### config.mk
export PLATFORM = sky130hd
export DESIGN_NAME = dbg_ap_regs
export DESIGN_NICKNAME = d
export VERILOG_FILES = /design/src/rtl/dap_pkg.sv /design/src/rtl/dap_decode.sv /design/src/rtl/dap_ctrl.sv /design/src/rtl/dap_rdmux.sv /design/src/rtl/dbg_ap_regs.sv
export SDC_FILE = /design/constraint.sdc
export NUM_CORES = 1
export LEC_CHECK = 0
export BUFFER_PORTS_ARGS = -buffer_cell sky130_fd_sc_hd__buf_2
export CORE_MARGIN = 1
export CORE_UTILIZATION = 26
export DETAILED_ROUTE_END_ITERATION = 6
export GPL_ROUTABILITY_DRIVEN = 0
export PLACE_DENSITY = 0.81
export SYNTH_ARGS = -nofsm -noshare
export SYNTH_HDL_FRONTEND = slang
export SYNTH_SLANG_ARGS = --single-unit
### constraint.sdc
create_clock -name clk -period 2.41 [get_ports clk]
set_clock_uncertainty 0.2 [all_clocks]
set_input_delay 0.6025 -clock clk [delete_from_list [all_inputs] [get_ports clk]]
set_output_delay 0.6025 -clock clk [all_outputs]
set_load 0.01 [all_outputs]
### src/rtl/dap_pkg.sv
package dap_pkg;
  localparam int DW       = 32;
  localparam int AW       = 2;
  localparam int APSEL_HI = 31;
  localparam int APSEL_LO = 24;
  localparam int BANK_HI  = 7;
  localparam int BANK_LO  = 4;

  localparam logic [AW-1:0] ADDR_STAT = 2'd0;
  localparam logic [AW-1:0] ADDR_CTRL = 2'd1;
  localparam logic [AW-1:0] ADDR_ID   = 2'd3;

  localparam int ST_EN  = 0;
  localparam int ST_SEC = 1;
  localparam int ST_BSY = 2;
  localparam int CT_ERS = 0;
  localparam int CT_DIS = 1;

  typedef struct packed {
    logic stat;
    logic ctrl;
    logic id;
  } hit_t;
endpackage

### src/rtl/dap_decode.sv
module dap_decode
  import dap_pkg::*;
#(
  parameter logic [7:0] AP_ID    = 8'h01,
  parameter logic [3:0] BANK_CS  = 4'h0,
  parameter logic [3:0] BANK_IDR = 4'hF
) (
  input  logic [DW-1:0] sel_word,
  input  logic [AW-1:0] addr,
  output hit_t          hit
);
  logic       ap_match;
  logic [3:0] bank;

  always_comb begin
    ap_match = (sel_word[APSEL_HI:APSEL_LO] == AP_ID);
    bank     = sel_word[BANK_HI:BANK_LO];
    hit.stat = ap_match && (bank == BANK_CS)  && (addr == ADDR_STAT);
    hit.ctrl = ap_match && (bank == BANK_CS)  && (addr == ADDR_CTRL);
    hit.id   = ap_match && (bank == BANK_IDR) && (addr == ADDR_ID);
  end
endmodule

### src/rtl/dap_ctrl.sv
module dap_ctrl
  import dap_pkg::*;
(
  input  logic          clk,
  input  logic          rst,
  input  logic          wr_ctrl,
  input  logic [DW-1:0] wdata,
  input  logic          erase_en,
  input  logic          secured,
  input  logic          erase_done,
  output logic          ers_bit,
  output logic          dis_bit,
  output logic          erase_req
);
  always_ff @(posedge clk) begin
    if (rst) begin
      ers_bit   <= 1'b0;
      dis_bit   <= 1'b0;
      erase_req <= 1'b0;
    end else begin
      if (erase_req && erase_done) begin
        ers_bit   <= 1'b0;
        erase_req <= 1'b0;
      end else if (wr_ctrl && wdata[CT_ERS] && !ers_bit) begin
        ers_bit   <= 1'b1;
        erase_req <= erase_en;
      end
      if (wr_ctrl && !secured) dis_bit <= wdata[CT_DIS];
    end
  end

  // request implies pending bit
  a_r5_req_has_bit: assert property (@(posedge clk) disable iff (rst)
    erase_req |-> ers_bit);
  // request held until done
  a_r5_req_hold: assert property (@(posedge clk) disable iff (rst)
    (erase_req && !erase_done) |=> erase_req);
  // done retires request and bit
  a_r5_done_clears: assert property (@(posedge clk) disable iff (rst)
    (erase_req && erase_done) |=> (!erase_req && !ers_bit));
  // a refused erase keeps its bit
  a_r6_stuck: assert property (@(posedge clk) disable iff (rst)
    (ers_bit && !erase_req) |=> (ers_bit && !erase_req));
  // secured blocks debug-disable writes
  a_r8_secure_lock: assert property (@(posedge clk) disable iff (rst)
    secured |=> $stable(dis_bit));
endmodule

### src/rtl/dap_rdmux.sv
module dap_rdmux
  import dap_pkg::*;
#(
  parameter logic [DW-1:0] ID_VALUE = 32'h001C_0020
) (
  input  logic          clk,
  input  logic          rst,
  input  logic          rd_en,
  input  hit_t          hit,
  input  logic          erase_en,
  input  logic          secured,
  input  logic          ers_bit,
  input  logic          dis_bit,
  output logic [DW-1:0] rd_data
);
  logic [DW-1:0] stat_w, ctrl_w, nxt;

  always_comb begin
    stat_w         = '0;
    stat_w[ST_EN]  = erase_en;
    stat_w[ST_SEC] = secured;
    stat_w[ST_BSY] = ers_bit;
    ctrl_w         = '0;
    ctrl_w[CT_ERS] = ers_bit;
    ctrl_w[CT_DIS] = dis_bit;
    unique case (1'b1)
      hit.stat: nxt = stat_w;
      hit.ctrl: nxt = ctrl_w;
      hit.id:   nxt = ID_VALUE;
      default:  nxt = '0;
    endcase
  end

  always_ff @(posedge clk) begin
    if (rst)        rd_data <= '0;
    else if (rd_en) rd_data <= nxt;
  end

  // identification read
  a_r2_id_value: assert property (@(posedge clk) disable iff (rst)
    (rd_en && hit.id) |=> (rd_data == ID_VALUE));
  // idle cycles hold read data
  a_r11_hold: assert property (@(posedge clk) disable iff (rst)
    !rd_en |=> $stable(rd_data));
  a_r1_onehot: assert property (@(posedge clk) disable iff (rst)
    $onehot0({hit.stat, hit.ctrl, hit.id}));
endmodule

### src/rtl/dbg_ap_regs.sv
module dbg_ap_regs
  import dap_pkg::*;
#(
  parameter logic [7:0]    AP_ID    = 8'h01,
  parameter logic [3:0]    BANK_CS  = 4'h0,
  parameter logic [3:0]    BANK_IDR = 4'hF,
  parameter logic [31:0]   ID_VALUE = 32'h001C_0020
) (
  input  logic        clk,
  input  logic        rst,
  input  logic        acc_valid,
  input  logic        acc_rnw,
  input  logic [1:0]  acc_addr,
  input  logic [31:0] acc_wdata,
  input  logic [31:0] sel_word,
  input  logic        erase_en,
  input  logic        secured,
  input  logic        erase_done,
  output logic [31:0] rd_data,
  output logic        erase_req,
  output logic        dbg_disable
);
  hit_t hit;
  logic ers_bit, dis_bit, wr_ctrl, rd_en;

  assign wr_ctrl     = acc_valid && !acc_rnw && hit.ctrl;
  assign rd_en       = acc_valid && acc_rnw;
  assign dbg_disable = dis_bit;

  dap_decode #(.AP_ID(AP_ID), .BANK_CS(BANK_CS), .BANK_IDR(BANK_IDR)) u_dec (
    .sel_word(sel_word), .addr(acc_addr), .hit(hit)
  );

  dap_ctrl u_ctrl (
    .clk(clk), .rst(rst), .wr_ctrl(wr_ctrl), .wdata(acc_wdata),
    .erase_en(erase_en), .secured(secured), .erase_done(erase_done),
    .ers_bit(ers_bit), .dis_bit(dis_bit), .erase_req(erase_req)
  );

  dap_rdmux #(.ID_VALUE(ID_VALUE)) u_rd (
    .clk(clk), .rst(rst), .rd_en(rd_en), .hit(hit),
    .erase_en(erase_en), .secured(secured),
    .ers_bit(ers_bit), .dis_bit(dis_bit), .rd_data(rd_data)
  );

  // reset leaves outputs idle
  a_r10_reset: assert property (@(posedge clk)
    rst |=> (!erase_req && !dbg_disable && rd_data == '0));
endmodule

==> tab_implementation.tex <==
\begin{tabular}{lr}
\hline
Metric & Value \\
\hline
\multicolumn{2}{l}{\textbf{Synth}} \\
\quad Area share of the largest cell type after synthesis & 34.4\% \\
\quad Yosys cell types & 25 \\
\quad Synthesized-area fraction occupied by ao, oa, aoi and oai cells & 12.9\% \\
\quad Fraction of the mapped netlist area in adder cells & 0\% \\
\quad Combinational family with the most area after synthesis & buffers and inverters \\
\quad Post-synth EDFFs & 0 \\
\quad Flip-flop and latch count after synthesis & 7 \\
\quad Post-Synthesis Cells & 68 \\
\quad Dominant register cell in the synthesized netlist & dfxtp\_1 \\
\quad Multiplexer area fraction after synthesis & 3.69\% \\
\quad Most used standard cell by instance count after synthesis & buf\_4 \\
\quad Xor-xnor portion of the synthesized cell area & 0\% \\
\quad Post-Syn Area & 611 um2 \\
\quad Yosys warning count & 0 \\
\quad Leading post-synthesis cells by cell area & buf\_4 (34\%), dfxtp\_1 (23\%), a22oi\_1 (3.7\%) \\
\quad Post-synthesis sequential area ratio & 23.0\% \\
\quad Share of flip-flops with an asynchronous set or reset & 0\% \\
\quad Simple-gate share of the synthesized area & 24.8\% \\
\quad Mean instance size in the synthesized netlist & 8.98 um2 \\
\quad Most common library cells after synthesis & buf\_4 (28), dfxtp\_1 (7), nor2\_1 (4), a22oi\_1 (3) \\
\quad Library cell occupying the most area in the post-synthesis netlist & buf\_4 \\
\multicolumn{2}{l}{\textbf{Placement}} \\
\quad Number of port buffers & 31 \\
\quad Post-placement cell count & 123 \\
\quad HPWL after DPL & 1040 um \\
\multicolumn{2}{l}{\textbf{Die}} \\
\quad Vertical die dimension & 50.5 um \\
\quad Num rows & 17 \\
\quad Ports & 107 \\
\quad Placeable Area & 2210 um2 \\
\quad Die extent in x & 50.5 um \\
\quad Initial core utilization & 27.6\% \\
\quad DIE AREA & 2550 um2 \\
\multicolumn{2}{l}{\textbf{Worst setup path}} \\
\quad Startpoint kind of the worst setup timing path & primary input \\
\quad Data required time at the worst endpoint & 2.36 ns \\
\quad Class of the most critical setup path & primary input to register \\
\quad Largest driver fanout on the critical path & 4 \\
\quad CP Launch Point & sel\_word[25] \\
\quad Arrival @ worst endpoint & 2.01 ns \\
\quad Number of cell instances on the worst register-to-register path & 3 \\
\quad Worst reg2reg startpoint & u\_ctrl.ers\_bit \\
\quad Nature of the critical path endpoint & register \\
\quad Register-to-register path setup slack & 1.27 ns \\
\multicolumn{2}{l}{\textbf{Status}} \\
\quad Result of the run & finished, final reports clean \\
\multicolumn{2}{l}{\textbf{Clock network}} \\
\quad Number of buffers added for setup after CTS & 0 \\
\quad CTS tree & yes \\
\quad Post-cts repair resize count & 0 \\
\quad Number of CTS-inserted buffers & 3 \\
\quad CTS H-Tree Depth & 1 \\
\quad Clock tree buffer depth & 2 \\
\quad CTS root buf & clkbuf\_4 \\
\quad Sink count of the clock tree & 7 \\
\quad Count of hold buffers inserted by post-cts repair & 0 \\
\quad Clock insertion delay at the later pin of the skew report & 0.26 ns \\
\quad Clock slew seen by the registers of the worst setup and hold paths & 0.05 ns \\
\multicolumn{2}{l}{\textbf{Routing}} \\
\quad Total routed wirelength & 1190 um \\
\quad 1st-iter DRT viols & 5 \\
\quad DR vias & 535 \\
\quad Remaining DRCs & 0 \\
\quad Average wire length per cell after detail routing & 9.33 um \\
\quad Iteration count of the initial detailed-routing pass & 4 \\
\quad Number of routed nets with antenna violations & 0 \\
\quad Drt via density & 4.21 \\
\multicolumn{2}{l}{\textbf{Run}} \\
\quad Max Cap Violations & 0 \\
\multicolumn{2}{l}{\textbf{Timing}} \\
\quad Max Clk Rate & 0.485 GHz \\
\quad Setup total negative slack & 0 ns \\
\quad Max-slew violations & 0 \\
\quad Setup violations, final & 0 \\
\quad Unrepaired setup endpoints after global routing & false \\
\quad Period utilization & 85.6\% \\
\quad Final number of hold-violating endpoints & 0 \\
\quad Final critical delay including setup and external delays & 2.06 ns \\
\multicolumn{2}{l}{\textbf{Pwr}} \\
\quad Portion of total power attributed to the clock network & 39.8\% \\
\quad Power Density & 396 nW/um2 \\
\quad Pwr Total & 0.280 mW \\
\quad Worst IR Drop VDD & 0.196 mV \\
\quad Power Internal & 0.198 mW \\
\quad Sequential Power Share & 41.4\% \\
\quad Part of the total power dissipated in combinational logic & 18.8\% \\
\quad Standby leakage power & 0.358 nW \\
\quad Switching Share & 29.1\% \\
\quad Sw power & 0.0814 mW \\
\multicolumn{2}{l}{\textbf{GRT}} \\
\quad Total overflow reported by the global router & 0 \\
\quad Overall Global Routing Usage & 9.91\% \\
\quad Via count of the first global-routing pass & 467 \\
\quad Number of antenna violations at the first check in global routing & 0 \\
\quad First-pass GRT wire length & 1840 um \\
\quad Largest net degree at the start of global routing & 8 \\
\multicolumn{2}{l}{\textbf{Layout}} \\
\quad Non-filler instance count after layout & 127 \\
\quad Net total in the final layout & 173 \\
\quad Fraction of layout instances using a drive strength above 1 & 42.4\% \\
\quad Diode count & 0 \\
\quad Area Overhead vs Synth & 15.8\% \\
\quad Post-layout utilization of the core & 32.0\% \\
\multicolumn{2}{l}{\textbf{Hold path}} \\
\quad Worst hold path startpoint & u\_ctrl.dis\_bit \\
\quad Path category of the worst min-delay check & register to register \\
\quad Number of instances on the worst hold path & 2 \\
\hline
\end{tabular}
-- metal layers --
| metal | GRT usage (%) | part of all wire (%) | vias to the layer above |
|---|---|---|---|
| met2 | 17.8 | 53 | 36 |
| li1 | - | - | 255 |
| met1 | 8.59 | 32 | 241 |
| met3 | 4.55 | 12 | 3 |
| met5 | 0 | 0 | - |
| met4 | 6.94 | 2.6 | 0 |
-- worst paths after layout --
path	end
min reg2reg	u_ctrl.dis_bit
min	u_ctrl.dis_bit
max	u_ctrl.dis_bit
max reg2reg	u_ctrl.erase_req
-- flip-flops by register name (all words and copies together) (netlist names) --
name              cells
u_ctrl.ers_bit        1
u_ctrl.dis_bit        1
u_ctrl.erase_req      1
u_rd.rd_data          4
-- worst max-delay path: stages --
cell and delay (ns):
buf_2 0.09, or4b_4 0.57, or4_1 0.54, o21ai_1 0.13, a21oi_1 0.07
-- power groups by stage --
stage,Clock [mW],Sequential [mW],Combinational [mW]
5_1_grt,0.120,0.116,0.0587
2_1_floorplan,0,0.118,0.0577
6_report,0.111,0.116,0.0526
3_5_place_dp,0,0.118,0.0521
3_3_place_gp,0,0.118,0.0506
4_1_cts,0.115,0.116,0.0522
-- cells by family (layout without fill, tap and decap cells) --
group           count (synthesis)  in the layout
simple gates                   19             19
compound gates                 10             10
other cells                     1             25
flops                           7              7
mux                             2              2
buf+inv                        29             36
-- per-stage QoR --
| step | cell area, um2 | hold slack, ns | setup WS (ns) |
|---|---|---|---|
| after floorplan | 701 | 0.302 | 0.228 |
| after CTS | 707 | 0.295 | 0.342 |
| after global routing | 707 | 0.328 | 0.274 |
| final | 707 | 0.296 | 0.346 |
| after detailed placement | 681 | 0.288 | 0.0642 |
| after global placement | 681 | 0.271 | 0.0810 |
-- layout by cell type, fill, tap and decap left out, drive strengths merged, types with 2 or more instances in the layout --
cell    count
dfxtp       7
or4         3
mux2        2
nor4        3
a22oi       3
buf        31
nand3       2
nor2        4
clkbuf      4
conb       25
a21oi       2
nand3b      2
-- cell type report --
cell class                      instances  area, um2
Fill cell                             249       1510
Sequential cell                         7        140
Tap cell                               28       35.0
Multi-Input combinational cell         56        347
Timing Repair Buffer                   31        155
Clock buffer                            4       26.3
Inverter                                1       3.75
No activity file was read; power rests on OpenSTA's default activity.
